==> config.mk <==
export PLATFORM = sky130hd
export DESIGN_NAME = cap_guard
export DESIGN_NICKNAME = d
export VERILOG_FILES = /design/src/rtl/cap_guard_pkg.sv /design/src/rtl/cap_guard_ctrl.sv /design/src/rtl/cap_guard_chk.sv /design/src/rtl/cap_guard_dp.sv /design/src/rtl/cap_guard.sv
export SDC_FILE = /design/constraint.sdc
export NUM_CORES = 1
export LEC_CHECK = 0
export CAP_MARGIN = 10
export CORE_MARGIN = 10
export CORE_UTILIZATION = 55
export DETAILED_ROUTE_END_ITERATION = 12
export DONT_BUFFER_PORTS = 1
export PLACE_DENSITY_LB_ADDON = 0.05
export SYNTH_ARGS = -nofsm -noshare
export SYNTH_HDL_FRONTEND = slang
export SYNTH_SLANG_ARGS = --single-unit
==> constraint.sdc <==
create_clock -name clk -period 3.77 [get_ports clk]
set_clock_uncertainty 0.2 [all_clocks]
set_input_delay 1.131 -clock clk [delete_from_list [all_inputs] [get_ports clk]]
set_output_delay 1.131 -clock clk [all_outputs]
set_load 0.01 [all_outputs]
==> src/rtl/cap_guard_pkg.sv <==
package cap_guard_pkg;

  typedef enum logic [1:0] {
    CAUSE_NONE   = 2'd0,
    CAUSE_TAG    = 2'd1,
    CAUSE_PERM   = 2'd2,
    CAUSE_BOUNDS = 2'd3
  } faultCause_t;

  localparam logic [1:0] SEL_BASE  = 2'd0;
  localparam logic [1:0] SEL_TOP   = 2'd1;
  localparam logic [1:0] SEL_FLAGS = 2'd2;

  // Bit positions inside the flags field of the default register.
  localparam int FLAG_RD  = 0;
  localparam int FLAG_WR  = 1;
  localparam int FLAG_TAG = 2;

  typedef struct packed {
    logic capture;     // a request is being accepted this cycle
    logic useDefault;  // legacy request: derive capability from default reg
    logic ldBase;
    logic ldTop;
    logic ldFlags;
  } ctrlStrobe_t;

endpackage

==> src/rtl/cap_guard_ctrl.sv <==
module cap_guard_ctrl
  import cap_guard_pkg::*;
(
  input  logic        reqValid,
  input  logic        reqMode,
  input  logic        regWrEn,
  input  logic [1:0]  regAddr,
  output ctrlStrobe_t strobe
);

  always_comb begin
    strobe            = '0;
    strobe.capture    = reqValid;
    strobe.useDefault = reqValid && !reqMode;
    if (regWrEn) begin
      unique case (regAddr)
        SEL_BASE:  strobe.ldBase  = 1'b1;
        SEL_TOP:   strobe.ldTop   = 1'b1;
        SEL_FLAGS: strobe.ldFlags = 1'b1;
        default:   ;
      endcase
    end
  end

endmodule

==> src/rtl/cap_guard_chk.sv <==
module cap_guard_chk
  import cap_guard_pkg::*;
#(
  parameter int ADDR_W = 64,
  parameter int SIZE_W = 5
) (
  input  logic              tag,
  input  logic              permRd,
  input  logic              permWr,
  input  logic [ADDR_W-1:0] base,
  input  logic [ADDR_W:0]   top,
  input  logic [ADDR_W-1:0] addr,
  input  logic [SIZE_W-1:0] size,
  input  logic              isWrite,
  output faultCause_t       cause
);

  localparam int PAD_W = ADDR_W + 1 - SIZE_W;

  logic [ADDR_W:0] endAddr;
  logic            belowBase;
  logic            pastTop;
  logic            permOk;

  // Carry bit kept so a wrapped end address compares above any top.
  assign endAddr   = {1'b0, addr} + {{PAD_W{1'b0}}, size};
  assign belowBase = addr < base;
  assign pastTop   = endAddr > top;
  assign permOk    = isWrite ? permWr : permRd;

  always_comb begin
    if (!tag)                       cause = CAUSE_TAG;
    else if (!permOk)               cause = CAUSE_PERM;
    else if (belowBase || pastTop)  cause = CAUSE_BOUNDS;
    else                            cause = CAUSE_NONE;
  end

endmodule

==> src/rtl/cap_guard_dp.sv <==
module cap_guard_dp
  import cap_guard_pkg::*;
#(
  parameter int ADDR_W = 64,
  parameter int SIZE_W = 5
) (
  input  logic              clk,
  input  logic              rstN,
  input  ctrlStrobe_t       strobe,
  input  logic              reqWrite,
  input  logic [ADDR_W-1:0] reqAddr,
  input  logic [SIZE_W-1:0] reqSize,
  input  logic              reqCapTag,
  input  logic [1:0]        reqCapPerm,
  input  logic [ADDR_W-1:0] reqCapBase,
  input  logic [ADDR_W:0]   reqCapTop,
  input  logic [1:0]        regAddr,
  input  logic [ADDR_W:0]   regWrData,
  output logic [ADDR_W:0]   regRdData,
  output logic              rspValid,
  output logic [1:0]        rspCause
);

  localparam logic [ADDR_W:0] FULL_TOP = {1'b1, {ADDR_W{1'b0}}};
  localparam int              FLAG_PAD = ADDR_W + 1 - 3;

  logic [ADDR_W-1:0] defBase;
  logic [ADDR_W:0]   defTop;
  logic              defRd, defWr, defTag;

  always_ff @(posedge clk or negedge rstN) begin
    if (!rstN) begin
      defBase <= '0;
      defTop  <= FULL_TOP;
      defRd   <= 1'b1;
      defWr   <= 1'b1;
      defTag  <= 1'b1;
    end else begin
      if (strobe.ldBase)  defBase <= regWrData[ADDR_W-1:0];
      if (strobe.ldTop)   defTop  <= regWrData;
      if (strobe.ldFlags) begin
        defRd  <= regWrData[FLAG_RD];
        defWr  <= regWrData[FLAG_WR];
        defTag <= regWrData[FLAG_TAG];
      end
    end
  end

  always_comb begin
    unique case (regAddr)
      SEL_BASE:  regRdData = {1'b0, defBase};
      SEL_TOP:   regRdData = defTop;
      SEL_FLAGS: regRdData = {{FLAG_PAD{1'b0}}, defTag, defWr, defRd};
      default:   regRdData = '0;
    endcase
  end

  // Effective capability: the default register in legacy mode, else the request's own.
  logic              effTag, effRd, effWr;
  logic [ADDR_W-1:0] effBase;
  logic [ADDR_W:0]   effTop;

  always_comb begin
    if (strobe.useDefault) begin
      effTag  = defTag;
      effRd   = defRd;
      effWr   = defWr;
      effBase = defBase;
      effTop  = defTop;
    end else begin
      effTag  = reqCapTag;
      effRd   = reqCapPerm[FLAG_RD];
      effWr   = reqCapPerm[FLAG_WR];
      effBase = reqCapBase;
      effTop  = reqCapTop;
    end
  end

  faultCause_t cause;

  cap_guard_chk #(.ADDR_W(ADDR_W), .SIZE_W(SIZE_W)) chk_i (
    .tag     (effTag),
    .permRd  (effRd),
    .permWr  (effWr),
    .base    (effBase),
    .top     (effTop),
    .addr    (reqAddr),
    .size    (reqSize),
    .isWrite (reqWrite),
    .cause   (cause)
  );

  always_ff @(posedge clk or negedge rstN) begin
    if (!rstN) begin
      rspValid <= 1'b0;
      rspCause <= CAUSE_NONE;
    end else begin
      rspValid <= strobe.capture;
      rspCause <= strobe.capture ? cause : CAUSE_NONE;
    end
  end

endmodule

==> src/rtl/cap_guard.sv <==
module cap_guard
  import cap_guard_pkg::*;
#(
  parameter int ADDR_W    = 64,
  parameter int MAX_BYTES = 16,
  localparam int SIZE_W   = $clog2(MAX_BYTES + 1)
) (
  input  logic              clk,
  input  logic              rstN,
  input  logic              reqValid,
  input  logic              reqMode,
  input  logic              reqWrite,
  input  logic [ADDR_W-1:0] reqAddr,
  input  logic [SIZE_W-1:0] reqSize,
  input  logic              reqCapTag,
  input  logic [1:0]        reqCapPerm,
  input  logic [ADDR_W-1:0] reqCapBase,
  input  logic [ADDR_W:0]   reqCapTop,
  input  logic              regWrEn,
  input  logic [1:0]        regAddr,
  input  logic [ADDR_W:0]   regWrData,
  output logic [ADDR_W:0]   regRdData,
  output logic              rspValid,
  output logic              rspFault,
  output logic [1:0]        rspCause
);

  ctrlStrobe_t strobe;

  cap_guard_ctrl ctrl_i (
    .reqValid (reqValid),
    .reqMode  (reqMode),
    .regWrEn  (regWrEn),
    .regAddr  (regAddr),
    .strobe   (strobe)
  );

  cap_guard_dp #(.ADDR_W(ADDR_W), .SIZE_W(SIZE_W)) dp_i (
    .clk        (clk),
    .rstN       (rstN),
    .strobe     (strobe),
    .reqWrite   (reqWrite),
    .reqAddr    (reqAddr),
    .reqSize    (reqSize),
    .reqCapTag  (reqCapTag),
    .reqCapPerm (reqCapPerm),
    .reqCapBase (reqCapBase),
    .reqCapTop  (reqCapTop),
    .regAddr    (regAddr),
    .regWrData  (regWrData),
    .regRdData  (regRdData),
    .rspValid   (rspValid),
    .rspCause   (rspCause)
  );

  assign rspFault = rspCause != CAUSE_NONE;

endmodule

# == Word-level counts from Yosys, hierarchy flattened ==
# Index checks and enable logic that the tools add are counted.
# W data, S select, Z words.
# totals
reg_bits,135
in_bits,274
output_inout_bits,69
elab_cells,32
# classes
addsub,1
n_lt_le_gt_ge,2
eq_ne,2
mux,15
n_reduce_logical,5
# ops
operator,n
$pmux W65 S3,1
$add A64 B5 Y65,1
$gt A65 B65 Y1,1
$mux W65,1
$lt A64 B64 Y1,1
$mux W64,1
$mux W2,4
$mux W1,7
$mux W3,1
$eq A2 B1 Y1 const B,1
$eq A2 B2 Y1 const B,1
$logic_not A2 Y1,1
$reduce_bool A2 Y1,1
$logic_and A1 B1 Y1,1
$logic_not A1 Y1,1
$logic_or A1 B1 Y1,1

# == Logic depth before layout (Yosys ltp) ==
# logic_depth
ltp_word,9
mapped_depth,19
mapped_depth_nobuf,18

# == Modules after synthesis ==
# A second synthesis with hierarchy kept.
# unflattened
hier_cells,1232
area_unflattened_um2,12563.3
# by_module_without_submodules
mod,n_inst,cells_each,area_each_um2,seq_area_each_um2
cap_guard_dp,1,576,7921.3,3383.2
cap_guard_chk,1,650,4591.9,0.0
cap_guard_ctrl,1,5,43.8,0.0
cap_guard,1,1,6.3,0.0

# == Worst setup path after synthesis ==
# Ideal clock, no wire load.
# synth_timing
path_type,input to register
from,input reqAddr[0]
to,register dp_i.rspCause[1]
setup_ns,0.124
arrival_ns,4.694
t_required_ns,3.446
path_slack_ns,-1.248
path_stages,18
n_path_buf,0
path_cell_list,ha_1 inv_1 fa_1 nor2b_1 o21ai_0 a21boi_0 or2_2 nand3_1 or2_2 xnor2_1 ha_1 and4_1 and4_4 a221oi_2 o211ai_1 a2111oi_2 nor3_1 a211o_2
# synth_via
elab_chain_cells,7
elab_cells_between_ends,8
cone_classes,1 x add/sub; 2 x order compare; 4 x mux; 1 x reduce/logical
# synth_lines
element,line_no,text
start: declaration,cap_guard.sv:13,"input logic [ADDR_W-1:0] reqAddr,"
$add A64 B5 Y65,cap_guard_chk.sv:26,"assign endAddr = {1'b0, addr} + {{PAD_W{1'b0}}, size};"
$gt A65 B65 Y1,cap_guard_chk.sv:28,assign pastTop = endAddr > top;
$logic_or A1 B1 Y1 (*),cap_guard_chk.sv:34,else if (belowBase || pastTop) cause = CAUSE_BOUNDS;
$mux W2 (*),cap_guard_chk.sv:34,
$mux W2 (*),cap_guard_chk.sv:33,else if (!permOk) cause = CAUSE_PERM;
$mux W2 (*),cap_guard_chk.sv:32,if (!tag) cause = CAUSE_TAG;
$mux W2 (*),cap_guard_dp.sv:99,rspCause <= strobe.capture ? cause : CAUSE_NONE;
end signal: assignment,cap_guard_dp.sv:99,
end: declaration,cap_guard_dp.sv:21,output logic [1:0] rspCause
# Every way passes the cells marked *; elsewhere a longest branch is shown, timed or not.
# A chain may end at the register's enable or synchronous reset.

# == Worst setup path after layout ==
# Ends and elaborated chain as after synthesis.

==> impl_results.md <==
- Status: finished with violations
- Failing checks: setup timing
- Synthesized area: 11490 um2
- # DRC: 0
- Area share of fa/ha/maj cells after synthesis: 0.1466
- Crit share post-route: 1.193
- H-tree lvl count: 4
- Smallest hold slack: 0.1918 ns
- Core Region: 20360 um2
- Crit-path max FO: 6
- Clk pin slew, worst setup/hold paths: 0.06 ns
- Synth top area cells: dfrtp_1, mux2i_1, ha_1, mux2_2, xnor2_1
- Worst IR Drop VDD: 0.3203 mV
- DIE WIDTH: 164.5 um
- Clock Latency Late Sink: 0.44 ns
- Initial DRC count: 498
- Final hold viol count: 0
- DR WL/cell: 24.85 um
- Worst R2R Setup Slack: 0.88 ns
- CTS tree: done
- Initial antenna violation count: 2
- Final WL: 36400 um
- Setup TNS: -1.421 ns
- Cells after Synth: 1112
- Area growth from synthesis to layout: 15.38%
- Internal cell power: 0.003402 W
- Vias in the first global route: 9772
- RePlAce Congestion: 0.8629
- CTS sink cnt: 135
- Sequential share of power: 0.390
- Slew margin rel.: 0.6370
- R2r endpoint: dp_i.rspCause[0]$_DFF_PN0_
- First-pass GRT wire length: 55010 um
- Net Switching: 0.001591 W
- DIE HEIGHT: 164.5 um
- Final Max Slew Viols: 0
- DR pass1 iterations: 8
- Seq cells post-synth: 135
- Clock share of power: 0.329
- Vias/cell: 6.138
- Initial cell density of the core: 0.5640
- GR Overflow Total: 0
- Setup crit start kind: input port
- Synth cell count leaders: mux2i_1, ha_1, mux2_2
- IO Port Bufs: 0
- FILL cells: 1678
- Xor/xnor share of the synthesized area: 0.04651
- I/O pin cnt: 343
- CP Class: input port to flip-flop
- Clock Tree Root: clkbuf_16
- Largest net degree at the start of global routing: 136
- Die Area: 27060 um2
- Reg2Reg Launch Point: dp_i.defBase[1]$_DFFE_PN0P_
- Crit-path max cell delay: 0.44 ns
- CTS max path bufs: 2
- Switching Share: 0.3186
- Register area share after synthesis: 0.2946
- Final core occ: 0.6508
- Row count: 52
- Hold crit path type: input port to asynchronous set/reset pin
- Layout Nets: 1587
- CTS buffer count: 17
- GRT Util Overall: 0.2634
- Top_reg_cell synth: dfrtp_1
- Async set or reset register ratio after synthesis: 1.000
- Share of the synthesized area in the top cell type: 0.2854
- HPWL Detailed: 27980 um
- Max Cap Viol: 0
- Ys Warns: 0
- Final setup violation count: 2
- Synth Area per Inst: 10.33 um2
- Mux share of post-synthesis cell area: 0.3005
- Combinational share of power: 0.282
- Post-route ant nets: 0
- Compound-Gate Fraction of Synth Area: 0.06580
- Mapped Nets: 1520
- Most numerous cell in the Yosys netlist: mux2i_1
- Crit-path slowest cell: or4_4
- Hold_buf cts: 0
- Crit-path cells: ha_4 > inv_2 > fa_2 > nor2b_2 > o21ai_2 > a21boi_1 > buf_4 > o211ai_1 > nor2_2 > buf_6 > nand4_1 > xnor2_2 > ha_1 > nand4_1 > or4_4 > and4b_1 > a22oi_2 > o21ai_2 > nor3_2 > a211o_2
- Post-synth EDFFs: 0
- Area leader, netlist: dfrtp_1
- Tmin final: 4.497 ns
- Power per cell area: 376.8 nW/um2
- Synth unique cells: 59
- Layout cells sized above 1: 0.2592
- Peak Freq: 0.2224 GHz
- DR vias: 8992
- Worst r2r path cells: 9
- Final setup margin: -0.7269 ns
- Crit path DAT: 4.61 ns
- CP endpoint kind: flip-flop
- Main combinational cell family by area after synthesis: multiplexers
- Synth Area in Simple Gates: 0.1256
- Leakage: 6.400 nW
- Least-Margin Pin Slew: 0.5389 ns
- Unrepaired setup endpoints after global routing: true
- WP data required: 3.88 ns
## registers in the layout (all words and copies together), names as in the netlist
signal         count
dp_i.defRd         1
dp_i.rspCause      2
dp_i.defTop       65
dp_i.defTag        1
dp_i.defBase      64
dp_i.defWr         1
dp_i.rspValid      1
## power groups by stage
stage	registers, W	logic [W]	clock network, W
finish	0.00195	0.00141	0.00164
global route	0.00198	0.00157	0.00173
CTS	0.00194	0.00139	0.00167
detailed placement	0.00197	0.00136	0
global placement	0.00196	0.00133	0
floorplan	0.00190	0.00106	0
## worst max-delay path by stage
| stage | start | endpoint | slack, ns | cells past startpoint |
|---|---|---|---|---|
| floorplan | reqAddr[0] | dp_i.rspCause[1]$_DFF_PN0_ | -0.91 | 19 |
| global placement | reqAddr[1] | dp_i.rspCause[1]$_DFF_PN0_ | -1.18 | 16 |
| detailed placement | reqAddr[1] | dp_i.rspCause[1]$_DFF_PN0_ | -1.25 | 16 |
| CTS | reqAddr[0] | dp_i.rspCause[1]$_DFF_PN0_ | -0.72 | 20 |
| global route | reqAddr[0] | dp_i.rspCause[1]$_DFF_PN0_ | -0.89 | 20 |
| finish | reqAddr[0] | dp_i.rspCause[1]$_DFF_PN0_ | -0.73 | 20 |
## per-stage QoR
stage / total power (W) / area [um2] / setup slack [ns] / instances
after floorplan: 0.002958 / 11520 / -0.9122 / 1112
after global placement: 0.003293 / 12440 / -1.176 / 1420
after detailed placement: 0.003336 / 12440 / -1.252 / 1420
after CTS: 0.005003 / 13110 / -0.7201 / 1457
after global routing: 0.005287 / 13250 / -0.8859 / 1463
final: 0.004993 / 13250 / -0.7269 / 1465
## layout by cell type (no fill, tap or decap), types with 12 or more instances in the layout
master     count
mux2i_1      193
o21ai_0       19
and4_1        15
buf_4         81
buf_12        12
nand3_1       23
nand2_1       54
ha_1         132
a21oi_1       45
nor2_1        81
xnor2_1       50
nand4_1       37
inv_1         13
clkbuf_16     17
mux2_2       133
dfrtp_1      131
and3_1        13
## logic make-up (layout without fill, tap and decap cells)
| group | Yosys count | after routing |
|---|---|---|
| multiplexers | 327 | 327 |
| AND/OR/NAND/NOR | 277 | 277 |
| buffers and inverters | 61 | 141 |
| other | 0 | 3 |
| flip-flops | 135 | 135 |
| XOR/XNOR | 61 | 61 |
| adder cells (fa/ha/maj) | 134 | 134 |
| AO/OA/AOI/OAI | 117 | 117 |
## final cells by class
cell class,instances,area [um2],area share
timing repair buffer,95,870.8,0.06571
antenna,3,7.507,0.0005665
clock inverter,13,123.9,0.009347
inverter,14,52.55,0.003965
multi-input combinational,916,8034,0.6062
clock buffer,19,442.9,0.03342
sequential,135,3383,0.2553
tap,270,337.8,0.02549
## metal layers
metal  GRT usage  wire length (um)  vias up
li1            -                 -     4294
met1      0.3078             14560     4363
met2      0.4446             17510      297
met3      0.1088              3831       36
met4     0.05676               484        2
met5           0                13        -
## repair_timing
item,in CTS,in global routing
gates cloned,0,1
endpoints found under the setup margin,2,2
resized for setup,7,26
endpoints found under the hold margin,0,0
pin swaps,19,20
buffers inserted,5,4
## critical path: cells and delay by family
family	cells	cell delay [ns]
xor+xnor	1	0.17
compound gates	6	0.76
buf+inv	3	0.36
simple gates	7	1.43
fa+ha+maj	3	0.76
Power figures use the tool's default switching activity.
